<file path="src/rtl/sfd_pkg.sv">
package sfd_pkg;
  localparam int PRE_LEN = 3;

  typedef enum logic [2:0] {
    KIND_NONE,
    KIND_SOL,
    KIND_EOL,
    KIND_SIL,
    KIND_EIL,
    KIND_UNK
  } sync_kind_e;
endpackage

</file>
<file path="src/rtl/sfd_sync_detect.sv">
module sfd_sync_detect
  import sfd_pkg::*;
#(
  parameter int W = 12
) (
  input  logic             clk,
  input  logic             rst_n,
  input  logic             accept,
  input  logic [W-1:0]     data,
  input  logic [W-1:0]     cfg_sol,
  input  logic [W-1:0]     cfg_eol,
  input  logic [W-1:0]     cfg_sil,
  input  logic [W-1:0]     cfg_eil,
  output logic             pix_valid,
  output logic [W-1:0]     pix_data,
  output sync_kind_e       kind
);
  localparam int FILL_W = $clog2(PRE_LEN + 1);
  localparam logic [FILL_W-1:0] FULL = FILL_W'(PRE_LEN);

  logic [W-1:0]      dly [PRE_LEN];
  logic [FILL_W-1:0] fill;
  logic              prefix_seen;

  always_comb begin
    prefix_seen = (fill == FULL) && (dly[PRE_LEN-1] == {W{1'b1}});
    for (int i = 0; i < PRE_LEN - 1; i++)
      prefix_seen = prefix_seen && (dly[i] == '0);
  end

  always_comb begin
    kind = KIND_NONE;
    if (accept && prefix_seen) begin
      if (data == cfg_sol)      kind = KIND_SOL;
      else if (data == cfg_eol) kind = KIND_EOL;
      else if (data == cfg_sil) kind = KIND_SIL;
      else if (data == cfg_eil) kind = KIND_EIL;
      else                      kind = KIND_UNK;
    end
  end

  assign pix_valid = accept && (fill == FULL) && !prefix_seen;
  assign pix_data  = dly[PRE_LEN-1];

  always_ff @(posedge clk or negedge rst_n) begin
    if (!rst_n) begin
      fill <= '0;
      for (int i = 0; i < PRE_LEN; i++) dly[i] <= '0;
    end else if (accept) begin
      if (prefix_seen) begin
        fill <= '0;
      end else begin
        for (int i = PRE_LEN - 1; i > 0; i--) dly[i] <= dly[i-1];
        dly[0] <= data;
        if (fill != FULL) fill <= fill + 1'b1;
      end
    end
  end


  code_flushes_chk: assert property (@(posedge clk) disable iff (!rst_n)
    (kind != KIND_NONE) |=> !pix_valid);
endmodule

</file>
<file path="src/rtl/sfd_frame_tracker.sv">
module sfd_frame_tracker
  import sfd_pkg::*;
#(
  parameter int W     = 12,
  parameter int CNT_W = 16
) (
  input  logic             clk,
  input  logic             rst_n,
  input  logic             pix_valid,
  input  sync_kind_e       kind,
  input  logic [CNT_W-1:0] cfg_line_width,
  input  logic [CNT_W-1:0] cfg_frame_height,
  output logic             emit,
  output logic             emit_sol,
  output logic             emit_sof,
  output logic             sof_pulse,
  output logic             eof_pulse,
  output logic             err_len,
  output logic             err_height,
  output logic             err_code
);
  logic             in_line;
  logic             frame_open;
  logic             sol_pend;
  logic             sof_pend;
  logic [CNT_W-1:0] word_cnt;
  logic [CNT_W-1:0] line_cnt;
  logic [CNT_W-1:0] lines_next;

  assign emit       = pix_valid && in_line;
  assign emit_sol   = sol_pend;
  assign emit_sof   = sof_pend;
  assign lines_next = line_cnt + 1'b1;

  always_ff @(posedge clk or negedge rst_n) begin
    if (!rst_n) begin
      in_line    <= 1'b0;
      frame_open <= 1'b0;
      sol_pend   <= 1'b0;
      sof_pend   <= 1'b0;
      word_cnt   <= '0;
      line_cnt   <= '0;
      sof_pulse  <= 1'b0;
      eof_pulse  <= 1'b0;
      err_len    <= 1'b0;
      err_height <= 1'b0;
      err_code   <= 1'b0;
    end else begin
      sof_pulse  <= 1'b0;
      eof_pulse  <= 1'b0;
      err_len    <= 1'b0;
      err_height <= 1'b0;
      err_code   <= 1'b0;
      if (emit) begin
        if (word_cnt != {CNT_W{1'b1}}) word_cnt <= word_cnt + 1'b1;
        sol_pend <= 1'b0;
        sof_pend <= 1'b0;
      end
      case (kind)
        KIND_SOL: begin
          in_line  <= 1'b1;
          word_cnt <= '0;
          sol_pend <= 1'b1;
          if (!frame_open) begin
            frame_open <= 1'b1;
            line_cnt   <= '0;
            sof_pend   <= 1'b1;
            sof_pulse  <= 1'b1;
          end
        end
        KIND_EOL: begin
          if (in_line) begin
            in_line  <= 1'b0;
            sol_pend <= 1'b0;
            sof_pend <= 1'b0;
            if (word_cnt != cfg_line_width) err_len <= 1'b1;
            if (lines_next == cfg_frame_height) begin
              eof_pulse  <= 1'b1;
              frame_open <= 1'b0;
              line_cnt   <= '0;
            end else begin
              line_cnt <= lines_next;
            end
          end
        end
        KIND_SIL: begin
          in_line  <= 1'b0;
          sol_pend <= 1'b0;
          sof_pend <= 1'b0;
          if (frame_open) begin
            eof_pulse  <= 1'b1;
            err_height <= 1'b1;
            frame_open <= 1'b0;
            line_cnt   <= '0;
          end
        end
        KIND_EIL: begin
          in_line  <= 1'b0;
          sol_pend <= 1'b0;
          sof_pend <= 1'b0;
        end
        KIND_UNK: err_code <= 1'b1;
        default: ;
      endcase
    end
  end


  height_err_closes_chk: assert property (@(posedge clk) disable iff (!rst_n)
    err_height |-> (eof_pulse && !frame_open));

  eof_closes_chk: assert property (@(posedge clk) disable iff (!rst_n)
    eof_pulse |-> !frame_open);

  sof_opens_chk: assert property (@(posedge clk) disable iff (!rst_n)
    sof_pulse |-> (frame_open && in_line && sof_pend));

  sof_marks_sol_chk: assert property (@(posedge clk) disable iff (!rst_n)
    (emit && emit_sof) |-> emit_sol);
endmodule

</file>
<file path="src/rtl/sfd_out_reg.sv">
module sfd_out_reg #(
  parameter int W = 12
) (
  input  logic         clk,
  input  logic         rst_n,
  input  logic         load,
  input  logic [W-1:0] load_data,
  input  logic         load_sol,
  input  logic         load_sof,
  input  logic         out_ready,
  output logic         out_valid,
  output logic [W-1:0] out_data,
  output logic         out_sol,
  output logic         out_sof,
  output logic         space
);
  assign space = !out_valid || out_ready;

  always_ff @(posedge clk or negedge rst_n) begin
    if (!rst_n) begin
      out_valid <= 1'b0;
      out_data  <= '0;
      out_sol   <= 1'b0;
      out_sof   <= 1'b0;
    end else if (load) begin
      out_valid <= 1'b1;
      out_data  <= load_data;
      out_sol   <= load_sol;
      out_sof   <= load_sof;
    end else if (out_ready) begin
      out_valid <= 1'b0;
    end
  end


  stall_hold_chk: assert property (@(posedge clk) disable iff (!rst_n)
    (out_valid && !out_ready) |=> (out_valid && $stable(out_data) && $stable(out_sol) && $stable(out_sof)));
endmodule

</file>
<file path="src/rtl/sync_frame_decoder.sv">
module sync_frame_decoder
  import sfd_pkg::*;
#(
  parameter int DATA_W = 12,
  parameter int CNT_W  = 16
) (
  input  logic              clk,
  input  logic              rst_n,
  input  logic [DATA_W-1:0] cfg_code_sol,
  input  logic [DATA_W-1:0] cfg_code_eol,
  input  logic [DATA_W-1:0] cfg_code_sil,
  input  logic [DATA_W-1:0] cfg_code_eil,
  input  logic [CNT_W-1:0]  cfg_line_width,
  input  logic [CNT_W-1:0]  cfg_frame_height,
  input  logic              in_valid,
  output logic              in_ready,
  input  logic [DATA_W-1:0] in_data,
  output logic              out_valid,
  input  logic              out_ready,
  output logic [DATA_W-1:0] out_data,
  output logic              out_sol,
  output logic              out_sof,
  output logic              sof_pulse,
  output logic              eof_pulse,
  output logic              err_len,
  output logic              err_height,
  output logic              err_code
);
  logic              accept;
  logic              pix_valid;
  logic [DATA_W-1:0] pix_data;
  sync_kind_e        kind;
  logic              emit;
  logic              emit_sol;
  logic              emit_sof;

  assign accept = in_valid && in_ready;

  sfd_sync_detect #(.W(DATA_W)) u_detect (
    .clk       (clk),
    .rst_n     (rst_n),
    .accept    (accept),
    .data      (in_data),
    .cfg_sol   (cfg_code_sol),
    .cfg_eol   (cfg_code_eol),
    .cfg_sil   (cfg_code_sil),
    .cfg_eil   (cfg_code_eil),
    .pix_valid (pix_valid),
    .pix_data  (pix_data),
    .kind      (kind)
  );

  sfd_frame_tracker #(.W(DATA_W), .CNT_W(CNT_W)) u_track (
    .clk              (clk),
    .rst_n            (rst_n),
    .pix_valid        (pix_valid),
    .kind             (kind),
    .cfg_line_width   (cfg_line_width),
    .cfg_frame_height (cfg_frame_height),
    .emit             (emit),
    .emit_sol         (emit_sol),
    .emit_sof         (emit_sof),
    .sof_pulse        (sof_pulse),
    .eof_pulse        (eof_pulse),
    .err_len          (err_len),
    .err_height       (err_height),
    .err_code         (err_code)
  );

  sfd_out_reg #(.W(DATA_W)) u_out (
    .clk       (clk),
    .rst_n     (rst_n),
    .load      (emit),
    .load_data (pix_data),
    .load_sol  (emit_sol),
    .load_sof  (emit_sof),
    .out_ready (out_ready),
    .out_valid (out_valid),
    .out_data  (out_data),
    .out_sol   (out_sol),
    .out_sof   (out_sof),
    .space     (in_ready)
  );


  out_from_input_chk: assert property (@(posedge clk) disable iff (!rst_n)
    $rose(out_valid) |-> $past(in_valid && in_ready));
endmodule

</file>
<file path="config.mk">
export PLATFORM = sky130hd
export DESIGN_NAME = sync_frame_decoder
export DESIGN_NICKNAME = d
export VERILOG_FILES = /design/src/rtl/sfd_pkg.sv /design/src/rtl/sfd_sync_detect.sv /design/src/rtl/sfd_frame_tracker.sv /design/src/rtl/sfd_out_reg.sv /design/src/rtl/sync_frame_decoder.sv
export SDC_FILE = /design/constraint.sdc
export NUM_CORES = 1
export LEC_CHECK = 0
export BUFFER_PORTS_ARGS = -buffer_cell sky130_fd_sc_hd__buf_4
export CELL_PAD_IN_SITES_DETAIL_PLACEMENT = 1
export CELL_PAD_IN_SITES_GLOBAL_PLACEMENT = 1
export CORE_MARGIN = 10
export CORE_UTILIZATION = 34
export CTS_BUF_LIST = sky130_fd_sc_hd__clkbuf_2
export DETAILED_ROUTE_END_ITERATION = 7
export PLACE_DENSITY = 0.72
export REMOVE_ABC_BUFFERS = 1
export SKIP_LAST_GASP = 1
export SLEW_MARGIN = 20
export SYNTH_ARGS = -nofsm -noshare
export SYNTH_HDL_FRONTEND = slang
export SYNTH_HIERARCHICAL = 1
export SYNTH_SLANG_ARGS = --single-unit
</file>
<file path="constraint.sdc">
create_clock -name clk -period 6.15 [get_ports clk]
set_input_delay 1.5375 -clock clk [delete_from_list [all_inputs] [get_ports clk]]
set_output_delay 1.5375 -clock clk [all_outputs]
set_load 0.01 [all_outputs]
</file>
==> results.json <==
{
  "netlist_top_cells_area": "dfrtp_1, xor2_1, mux2_2",
  "fmax_ghz": 0.227,
  "report.final.slew_viol_count": 0,
  "hold_path.class": "register to register",
  "yosysTopAreaCellShare_pct": 41.3,
  "htreeDepth": 3,
  "setup.worst_path.class": "input port to register",
  "fin_setup_tns_ps": 0,
  "outcome": "finished clean",
  "timing.final.crit_period_ps": 4410,
  "async_reset_ff_share_pct": 100,
  "dp_hpwl_mm": 12.2,
  "highest_layer": "met4",
  "drt-met1-wl_mm": 6.75,
  "setup_viol": 0,
  "worst_pin_slew_ps": 779,
  "clock_latency_ps": 610,
  "die_w_microns": 149,
  "clockBufferDepth": 2,
  "overflow": 0,
  "ys_ff_latch": 94,
  "finalHoldViolations": 0,
  "fin_crit_sh_pct": 71.7,
  "io_pins": 117,
  "ys_seq_area_share_pct": 41.3,
  "cellPowerDensity_nw_per_um2": 190,
  "synth_edf_count": 0,
  "drv_cap": 0,
  "mostFrequentLayoutCell": "buf_4",
  "ir_worst_vdd_v": 0.0000934,
  "regArea_sq_um": 2350,
  "cp_max_fo": 19,
  "fill_cells": 1878,
  "area_delta_synth_final_pct": 17.6,
  "relSlewSlack_pct": 48.0,
  "vias": 4220,
  "grt_max_degree": 54,
  "syn_area_per_cell_sq_um": 10.8,
  "grt_pass1_vias": 4713,
  "dr_wl_met3_microns": 690,
  "synth-main-ff-cell": "dfrtp_1",
  "drt-vias-per-instance": 5.02,
  "start_util_pct": 34.4,
  "grt_antenna_before_repair": 2,
  "cts_hold_buffers": 0,
  "drive_above_1_share_pct": 33.9,
  "post_cts_buffers": 0,
  "gp_congestion": 0.879,
  "cts_tree": "built",
  "cts-root-buf": "clkbuf_2",
  "cp-start-kind": "input port",
  "drt_iter0_markers": 184,
  "totalWireLength_mm": 15.7,
  "die_h_microns": 149,
  "grt_pass1_wl_mm": 25.3,
  "ant_nets": 0,
  "row_count": 47,
  "required_ps": 6650,
  "drc_errors": 0,
  "grt_setup_unrepaired": "false",
  "core-area_sq_um": 16500,
  "crit_path_start": "in_data[0]",
  "cts_made_buffers": 9,
  "syn-cell-area_sq_um": 5690,
  "arrival_ps": 4910,
  "most-common-layout-cells": "buf_4, dfrtp_1, xor2_1",
  "wl_met2_mm": 8.02,
  "leakage_nw": 2.98,
  "crit_end": "u_track/line_cnt[12]",
  "multiInputGateArea_sq_um": 2990,
  "worstRegToRegCells": 10,
  "synth_top_cell_by_area": "dfrtp_1",
  "nets": 713,
  "netlist_instances": 525,
  "post_drt_wl_per_cell_microns": 18.6,
  "r2r_slack_ps": 2090,
  "r2r_start": "u_detect/dly[32]",
  "yosysWarnings": 6,
  "clkSinkCount": 94,
  "cts-resized-gates": 0,
  "rr_endpoint": "u_track/line_cnt[12]",
  "fin_worst_skew_ps": 54.0,
  "dieArea_sq_um": 22300,
  "crit_path_end_kind": "register",
  "io_buffers": 116,
  "utilization_pct": 40.5,
  "grt_util_all_layers_pct": 14.1,
  "ys_types": 63,
  "clk_pin_slew_ps": 280,
  "first_pass_iters": 4
}
==> worst min-delay path by stage <==
stage	start	end	slack [ps]	depth (start not counted)
2_1_floorplan	u_track/frame_open	u_track/sof_pulse	470	1
3_3_place_gp	u_track/emit_sof	u_track/emit_sof	490	1
3_5_place_dp	u_out/out_data[11]	u_out/out_data[11]	500	1
4_1_cts	u_out/out_sof	u_out/out_sof	550	1
5_1_grt	u_out/out_sof	u_out/out_sof	580	1
6_report	u_detect/dly[21]	u_detect/pix_data[9]	550	1
==> stage by stage <==
step	hold WS, ps	setup slack [ps]	instance area (sq um)	instances	power (mW)
final	546	1740	6690	841	1.27
after global routing	578	1430	6690	841	1.34
after CTS	550	1740	6690	839	1.29
after detailed placement	499	1050	6540	823	0.905
after floorplan	467	1520	5370	484	0.795
after global placement	493	1290	6540	823	0.893
==> cells in the mapped netlist (5+ instances only) <==
cell type and number:
a21oi_1 19, and3_1 6, and4_1 5, buf_4 16
clkbuf_1 13, dfrtp_1 94, inv_1 8, mux2_2 41
mux2_4 9, mux2i_1 6, nand2_1 27, nand3_1 22
nand4_1 15, nor2_1 18, nor2b_1 9, nor3_1 5
nor4_1 18, o21ai_0 10, or3_1 9, xnor2_1 32
xor2_1 69
==> layout make-up <==
| class | instances | share of cell area, % |
|---|---|---|
| diodes | 2 | 0.0748 |
| inverters | 8 | 0.449 |
| repair buffers | 119 | 13.3 |
| well taps | 220 | 4.11 |
| clock buffers | 10 | 0.748 |
| multi-input cells | 382 | 44.7 |
| flip-flops and latches | 94 | 35.1 |
| clock inverters | 6 | 1.46 |
==> cell families after synthesis <==
group,synth area share [%]
simple gates,17.5
xor+xnor,15.5
flops,41.3
compound gates,7.28
mux,11.5
buf+inv,6.16
fa+ha+maj,0.660
==> per-layer routing <==
metal	up-vias	track usage, %
met4	0	4.02
met5	-	0
met2	71	23.8
met1	2121	17.3
li1	2014	-
met3	14	3.37
==> flip-flops by register name, summed over array words and instances (netlist names), 2 cells and up <==
signal	count
u_track/line_cnt	16
u_track/word_cnt	16
u_out/out_data	12
u_detect/dly	24
u_detect/pix_data	12
u_detect/fill	2
==> worst max-delay path, cell delays in order <==
cell	delay, ps
buf_4	140
xor2_1	160
nor4_1	390
nand3_1	180
nor2b_1	170
nor2_1	320
nor2b_1	520
or2b_2	380
a31oi_4	560
nand2_2	270
o31ai_2	270
==> report_power, final <==
part | internal, mW | leakage [nW] | switching [mW] | total (mW)
Clock | 0.144 | 0.0895 | 0.234 | 0.378
Sequential | 0.661 | 1.21 | 0.0368 | 0.698
Combinational | 0.110 | 1.68 | 0.0844 | 0.194
Total | 0.915 | 2.98 | 0.355 | 1.27
(Power assumes the default switching activity.)
